$ cat src/rtl/rxq_pkg.sv
package rxq_pkg;

    parameter int unsigned RXQ_DEPTH  = 64;
    parameter int unsigned RXQ_DATA_W = 8;
    localparam int unsigned RXQ_CNT_W = $clog2(RXQ_DEPTH + 1);

    typedef logic [RXQ_CNT_W-1:0] rxq_cnt_t;

    // Control register layout; field positions are decoded by neighbours.
    typedef struct packed {
        logic [4:0] rsvd;      // 15:11 read as zero
        logic [2:0] rts_sel;   // 10:8
        logic [1:0] flag_sel;  // 7:6
        logic [1:0] tx_trig;   // 5:4
        logic       mce;       // 3
        logic       tx_clr;    // 2
        logic       rx_clr;    // 1
        logic       loop_en;   // 0
    } rxq_ctrl_t;

    function automatic rxq_cnt_t rxq_rts_level(input logic [2:0] sel);
        case (sel)
            3'd0:    return rxq_cnt_t'(63);
            3'd1:    return rxq_cnt_t'(1);
            3'd2:    return rxq_cnt_t'(8);
            3'd3:    return rxq_cnt_t'(16);
            3'd4:    return rxq_cnt_t'(32);
            3'd5:    return rxq_cnt_t'(48);
            3'd6:    return rxq_cnt_t'(54);
            default: return rxq_cnt_t'(60);
        endcase
    endfunction

    function automatic rxq_cnt_t rxq_flag_level(input logic [1:0] sel);
        case (sel)
            2'd0:    return rxq_cnt_t'(1);
            2'd1:    return rxq_cnt_t'(16);
            2'd2:    return rxq_cnt_t'(32);
            default: return rxq_cnt_t'(48);
        endcase
    endfunction

endpackage

$ cat src/rtl/rxq_ctrl_reg.sv
module rxq_ctrl_reg
    import rxq_pkg::*;
(
    input  logic        clk,
    input  logic        rst,
    input  logic        wr,
    input  logic [15:0] wdata,
    output rxq_ctrl_t   ctrl,
    output logic [15:0] rdata
);

    rxq_ctrl_t ctrl_q;

    always_ff @(posedge clk) begin
        if (rst) begin
            ctrl_q <= '0;
        end else if (wr) begin
            ctrl_q      <= rxq_ctrl_t'(wdata);
            ctrl_q.rsvd <= '0;
        end
    end

    assign ctrl  = ctrl_q;
    assign rdata = ctrl_q;

    // a write lands in the writable bits by the next cycle
    a_r10_write_lands: assert property (@(posedge clk) disable iff (rst)
        wr |=> rdata[10:0] == $past(wdata[10:0]));

    // reserved bits stay zero after any write
    a_r2_rsvd_zero: assert property (@(posedge clk) disable iff (rst)
        wr |=> rdata[15:11] == 5'd0);

endmodule

$ cat src/rtl/rxq_store.sv
module rxq_store
    import rxq_pkg::*;
#(
    parameter int unsigned DEPTH  = RXQ_DEPTH,
    parameter int unsigned DATA_W = RXQ_DATA_W,
    localparam int unsigned CNT_W = $clog2(DEPTH + 1),
    localparam int unsigned PTR_W = $clog2(DEPTH)
) (
    input  logic              clk,
    input  logic              rst,
    input  logic              clr,
    input  logic              push,
    input  logic [DATA_W-1:0] push_data,
    input  logic              pop,
    output logic [DATA_W-1:0] pop_data,
    output logic [CNT_W-1:0]  count,
    output logic              overrun
);

    logic [DATA_W-1:0] mem [DEPTH];
    logic [PTR_W-1:0]  wr_ptr, rd_ptr;
    logic [CNT_W-1:0]  cnt_q;
    logic              ovr_q;
    logic              full, empty, push_ok, pop_ok;

    assign full    = (cnt_q == CNT_W'(DEPTH));
    assign empty   = (cnt_q == '0);
    assign push_ok = push && !clr && !full;
    assign pop_ok  = pop && !clr && !empty;

    function automatic logic [PTR_W-1:0] ptr_next(input logic [PTR_W-1:0] p);
        return (p == PTR_W'(DEPTH - 1)) ? '0 : p + 1'b1;
    endfunction

    always_ff @(posedge clk) begin
        if (rst || clr) begin
            wr_ptr <= '0;
            rd_ptr <= '0;
            cnt_q  <= '0;
            ovr_q  <= 1'b0;
        end else begin
            ovr_q <= push && full;
            if (push_ok) wr_ptr <= ptr_next(wr_ptr);
            if (pop_ok)  rd_ptr <= ptr_next(rd_ptr);
            case ({push_ok, pop_ok})
                2'b10:   cnt_q <= cnt_q + 1'b1;
                2'b01:   cnt_q <= cnt_q - 1'b1;
                default: cnt_q <= cnt_q;
            endcase
        end
    end

    always_ff @(posedge clk) begin
        if (push_ok) mem[wr_ptr] <= push_data;
    end

    assign pop_data = pop_ok ? mem[rd_ptr] : '0;
    assign count    = cnt_q;
    assign overrun  = ovr_q;

    // count never passes the depth
    a_r7_no_overflow: assert property (@(posedge clk) disable iff (rst)
        count <= CNT_W'(DEPTH));

    // an overrun pulse follows a cycle in which the FIFO was full
    a_r7_overrun_cause: assert property (@(posedge clk) disable iff (rst)
        overrun |-> $past(count == CNT_W'(DEPTH)));

    // a lone pop on an empty FIFO leaves it empty
    a_r8_empty_pop: assert property (@(posedge clk) disable iff (rst)
        (pop && !push && count == '0) |=> count == '0);

    // clear holds the count at zero
    a_r9_clear_holds: assert property (@(posedge clk) disable iff (rst)
        clr |=> (count == '0 && !overrun));

    // count moves by at most one per cycle unless cleared
    a_r6_count_step: assert property (@(posedge clk) disable iff (rst)
        !clr |=> (count == $past(count) || count == $past(count) + 1'b1
                  || count == $past(count) - 1'b1 || $past(clr)));

endmodule

$ cat src/rtl/rxq_level_cmp.sv
module rxq_level_cmp
    import rxq_pkg::*;
(
    input  rxq_cnt_t   count,
    input  logic [2:0] rts_sel,
    input  logic [1:0] flag_sel,
    input  logic       mce,
    output logic       flag,
    output logic       rts
);

    rxq_cnt_t rts_lvl, flag_lvl;

    always_comb begin
        rts_lvl  = rxq_rts_level(rts_sel);
        flag_lvl = rxq_flag_level(flag_sel);
        flag     = (count >= flag_lvl);
        rts      = mce && (count > rts_lvl);
    end

endmodule

$ cat src/rtl/rx_fifo_thresh.sv
module rx_fifo_thresh
    import rxq_pkg::*;
(
    input  logic        clk,
    input  logic        rst,
    input  logic        push_valid,
    input  logic [7:0]  push_data,
    input  logic        pop_req,
    output logic [7:0]  pop_data,
    output logic        overrun,
    input  logic        reg_wr,
    input  logic [15:0] reg_wdata,
    output logic [15:0] reg_rdata,
    output logic [6:0]  rx_count,
    output logic        rx_ready,
    output logic        rts_out,
    output logic        loop_en,
    output logic        tx_clear,
    output logic [1:0]  tx_trig
);

    rxq_ctrl_t ctrl;
    rxq_cnt_t  count;

    rxq_ctrl_reg u_reg (
        .clk   (clk),
        .rst   (rst),
        .wr    (reg_wr),
        .wdata (reg_wdata),
        .ctrl  (ctrl),
        .rdata (reg_rdata)
    );

    rxq_store #(
        .DEPTH  (RXQ_DEPTH),
        .DATA_W (RXQ_DATA_W)
    ) u_store (
        .clk       (clk),
        .rst       (rst),
        .clr       (ctrl.rx_clr),
        .push      (push_valid),
        .push_data (push_data),
        .pop       (pop_req),
        .pop_data  (pop_data),
        .count     (count),
        .overrun   (overrun)
    );

    rxq_level_cmp u_cmp (
        .count    (count),
        .rts_sel  (ctrl.rts_sel),
        .flag_sel (ctrl.flag_sel),
        .mce      (ctrl.mce),
        .flag     (rx_ready),
        .rts      (rts_out)
    );

    assign rx_count = count;
    assign loop_en  = ctrl.loop_en;
    assign tx_clear = ctrl.tx_clr;
    assign tx_trig  = ctrl.tx_trig;

    // RTS can only be raised with at least two bytes stored
    a_r4_rts_needs_data: assert property (@(posedge clk) disable iff (rst)
        rts_out |-> count >= rxq_cnt_t'(2));

    // modem control off keeps RTS low
    a_r5_rts_gated: assert property (@(posedge clk) disable iff (rst)
        !reg_rdata[3] |-> !rts_out);

    // the flag is never set on an empty FIFO
    a_r3_flag_needs_data: assert property (@(posedge clk) disable iff (rst)
        rx_ready |-> count != '0);

endmodule

$ cat config.mk
export PLATFORM = sky130hd
export DESIGN_NAME = rx_fifo_thresh
export DESIGN_NICKNAME = d
export VERILOG_FILES = /design/src/rtl/rxq_pkg.sv /design/src/rtl/rxq_ctrl_reg.sv /design/src/rtl/rxq_store.sv /design/src/rtl/rxq_level_cmp.sv /design/src/rtl/rx_fifo_thresh.sv
export SDC_FILE = /design/constraint.sdc
export NUM_CORES = 1
export LEC_CHECK = 0
export BUFFER_PORTS_ARGS = -buffer_cell sky130_fd_sc_hd__buf_2
export CAP_MARGIN = 5
export CORE_UTILIZATION = 56
export DETAILED_ROUTE_END_ITERATION = 7
export PLACE_DENSITY_LB_ADDON = 0.2
export SLEW_MARGIN = 20
export SYNTH_ARGS = -nofsm -noshare
export SYNTH_HDL_FRONTEND = slang
export SYNTH_HIERARCHICAL = 1
export SYNTH_SLANG_ARGS = --single-unit
export TNS_END_PERCENT = 10
$ cat constraint.sdc
create_clock -name clk -period 3.2 [get_ports clk]
set_input_delay 0.64 -clock clk [delete_from_list [all_inputs] [get_ports clk]]
set_output_delay 0.64 -clock clk [all_outputs]
set_load 0.01 [all_outputs]
==> metrics.txt <==
port bufs 56; HP Class primary input to flop; HP Start reg_wdata[2]; # DRC 0; CTS sink cnt 549; outcome finished with violations; post-layout net count 1488; RR Startpoint u_store/count[0]; setup_tns -1.943 ns; die height 200.8 um; worst skew pair latency 0.59 ns; first-pass GRT wire length 77760 um; dpl cell area 0.02408 sq mm; Final Util 69.12%; Syn Area/Cell 18.35 sq um; H-tree depth 2; arrival time at the worst endpoint 2.85 ns; Pwr Total 0.01845 W; largest net degree at the start of global routing 65; CP max FO 3; routed vias 12260; core area 0.03883 sq mm; die area 0.04032 sq mm; Post-Syn Area 0.02213 sq mm; Cells after Synth 1206; fraction of layout instances using a drive strength above 1 34.97%; Final period util 109.1%; clk slew on worst S/H paths 0.06 ns; Initial Utilization 57.00%; via/cell ratio 6.115; Rows 72; initial antenna violation count 1; static leakage 8.897 nW; P per Cell Area 687.6 mW/mm^2; total CTS buffers 55; DRT Wirelength 51760 um; CTS tree done; final instance area 0.02684 sq mm; DR WL/cell 25.82 um; crit path kind flop to primary output; actual slew at the worst max-slew pin 0.9313 ns; pre-CTS WS 0.002264 ns; Area Growth Syn to Fin 21.26%; max_slew headroom 37.91%; Worst VDD drop 0.4826 mV; PnR worst setup slack -0.2922 ns; I/O pin count 67; Critical Path Source Type flop; antenna-violating nets left 0; RSZ-0062 raised after global routing true; gr usage total 26.46%; DP HPWL 31980 um; Die Width 200.8 um; Critical Path End Type primary output; # diodes 0; violated checks negative setup slack; Pre-Repair DR Iteration Count 5; GPL Wtd Cong 0.9554; Max Fclk 286.3 MHz; cts hold-fix bufs 0; initial DRC count 1243; Worst Path Required 2.56 ns; Fin Clk Skew 0.01052 ns; vias in the first global route 12340; synth warn 6; final setup fails 8; max-cap violation count 0; root buf cell clkbuf_16; Longest Clk Path Bufs 3; final hold violation count 0; GR Overflow Total 0; Slew Limit Fails 0; Period minus WS final 3.492 ns
[critical path, stage by stage, from the launching register on]
cell and delay (ns):
dfxtp_4 0.40, buf_12 0.13, buf_6 0.09, buf_4 0.10, mux4_2 0.47, mux2_4 0.27
a221o_1 0.35, a22o_1 0.28, buf_2 0.16
[power by group]
part	switching, W	internal (W)
registers	0.0000882	0.00793
clock network	0.00258	0.00384
logic	0.00195	0.00207
total	0.00461	0.0138
[stage by stage]
step,cells,hold slack [ns]
2_1_floorplan,1210,0.4776
3_3_place_gp,1869,0.4884
3_5_place_dp,1869,0.5019
4_1_cts,2002,0.2667
5_1_grt,2005,0.2854
6_report,2005,0.2930
[placed cells by master (no fill, tap or decap), types with 15 or more instances in the layout]
| master | count |
|---|---|
| edfxtp_1 | 512 |
| buf_4 | 156 |
| nor2_1 | 114 |
| mux4_2 | 104 |
| mux2i_1 | 64 |
| clkbuf_16 | 57 |
| buf_2 | 55 |
| nand2_1 | 30 |
| dfxtp_1 | 30 |
| buf_12 | 23 |
| clkbuf_1 | 16 |
| mux2_2 | 16 |
| nand3_1 | 15 |
[path summary, 6_finish.rpt]
kind                            to  slack [ns]  cells past startpoint
setup / recovery       pop_data[6]       -0.29                      8
setup reg to reg  u_store/count[6]        0.17                     11
hold reg to reg      u_reg/ctrl[2]        0.51                      2
hold / removal       u_reg/ctrl[2]        0.29                      3
[cell type report]
type	instances	area, sq um
Multi-Input combinational cell	571	5923
Timing Repair Buffer	257	2288
Clock buffer	74	1500
Tap cell	518	648.1
Fill cell	2438	11990
Inverter	10	37.54
Sequential cell	549	16130
Clock inverter	26	306.5
[state kept, by name (all words and copies together), names as in the netlist, named ones only]
name,flops
u_store/mem,512
u_reg/ctrl,11
u_store/overrun,1
u_store/rd_ptr,6
u_store/count,7
u_store/wr_ptr,6
[per-layer routing]
metal	wire (um)	vias to the layer above	GRT usage [%]
met2	25250	512	42.36
met3	3832	103	3.231
met4	1624	0	10.20
met5	0	-	0
li1	-	5336	-
met1	21060	6309	37.72
[timing repair]
action | in CTS | in global routing
pin swaps | 21 | 7
cloned | 5 | 0
setup buffers | 29 | 3
setup endpoints to repair | 9 | 10
resized for setup | 90 | 15
Power figures use the tool's default switching activity.
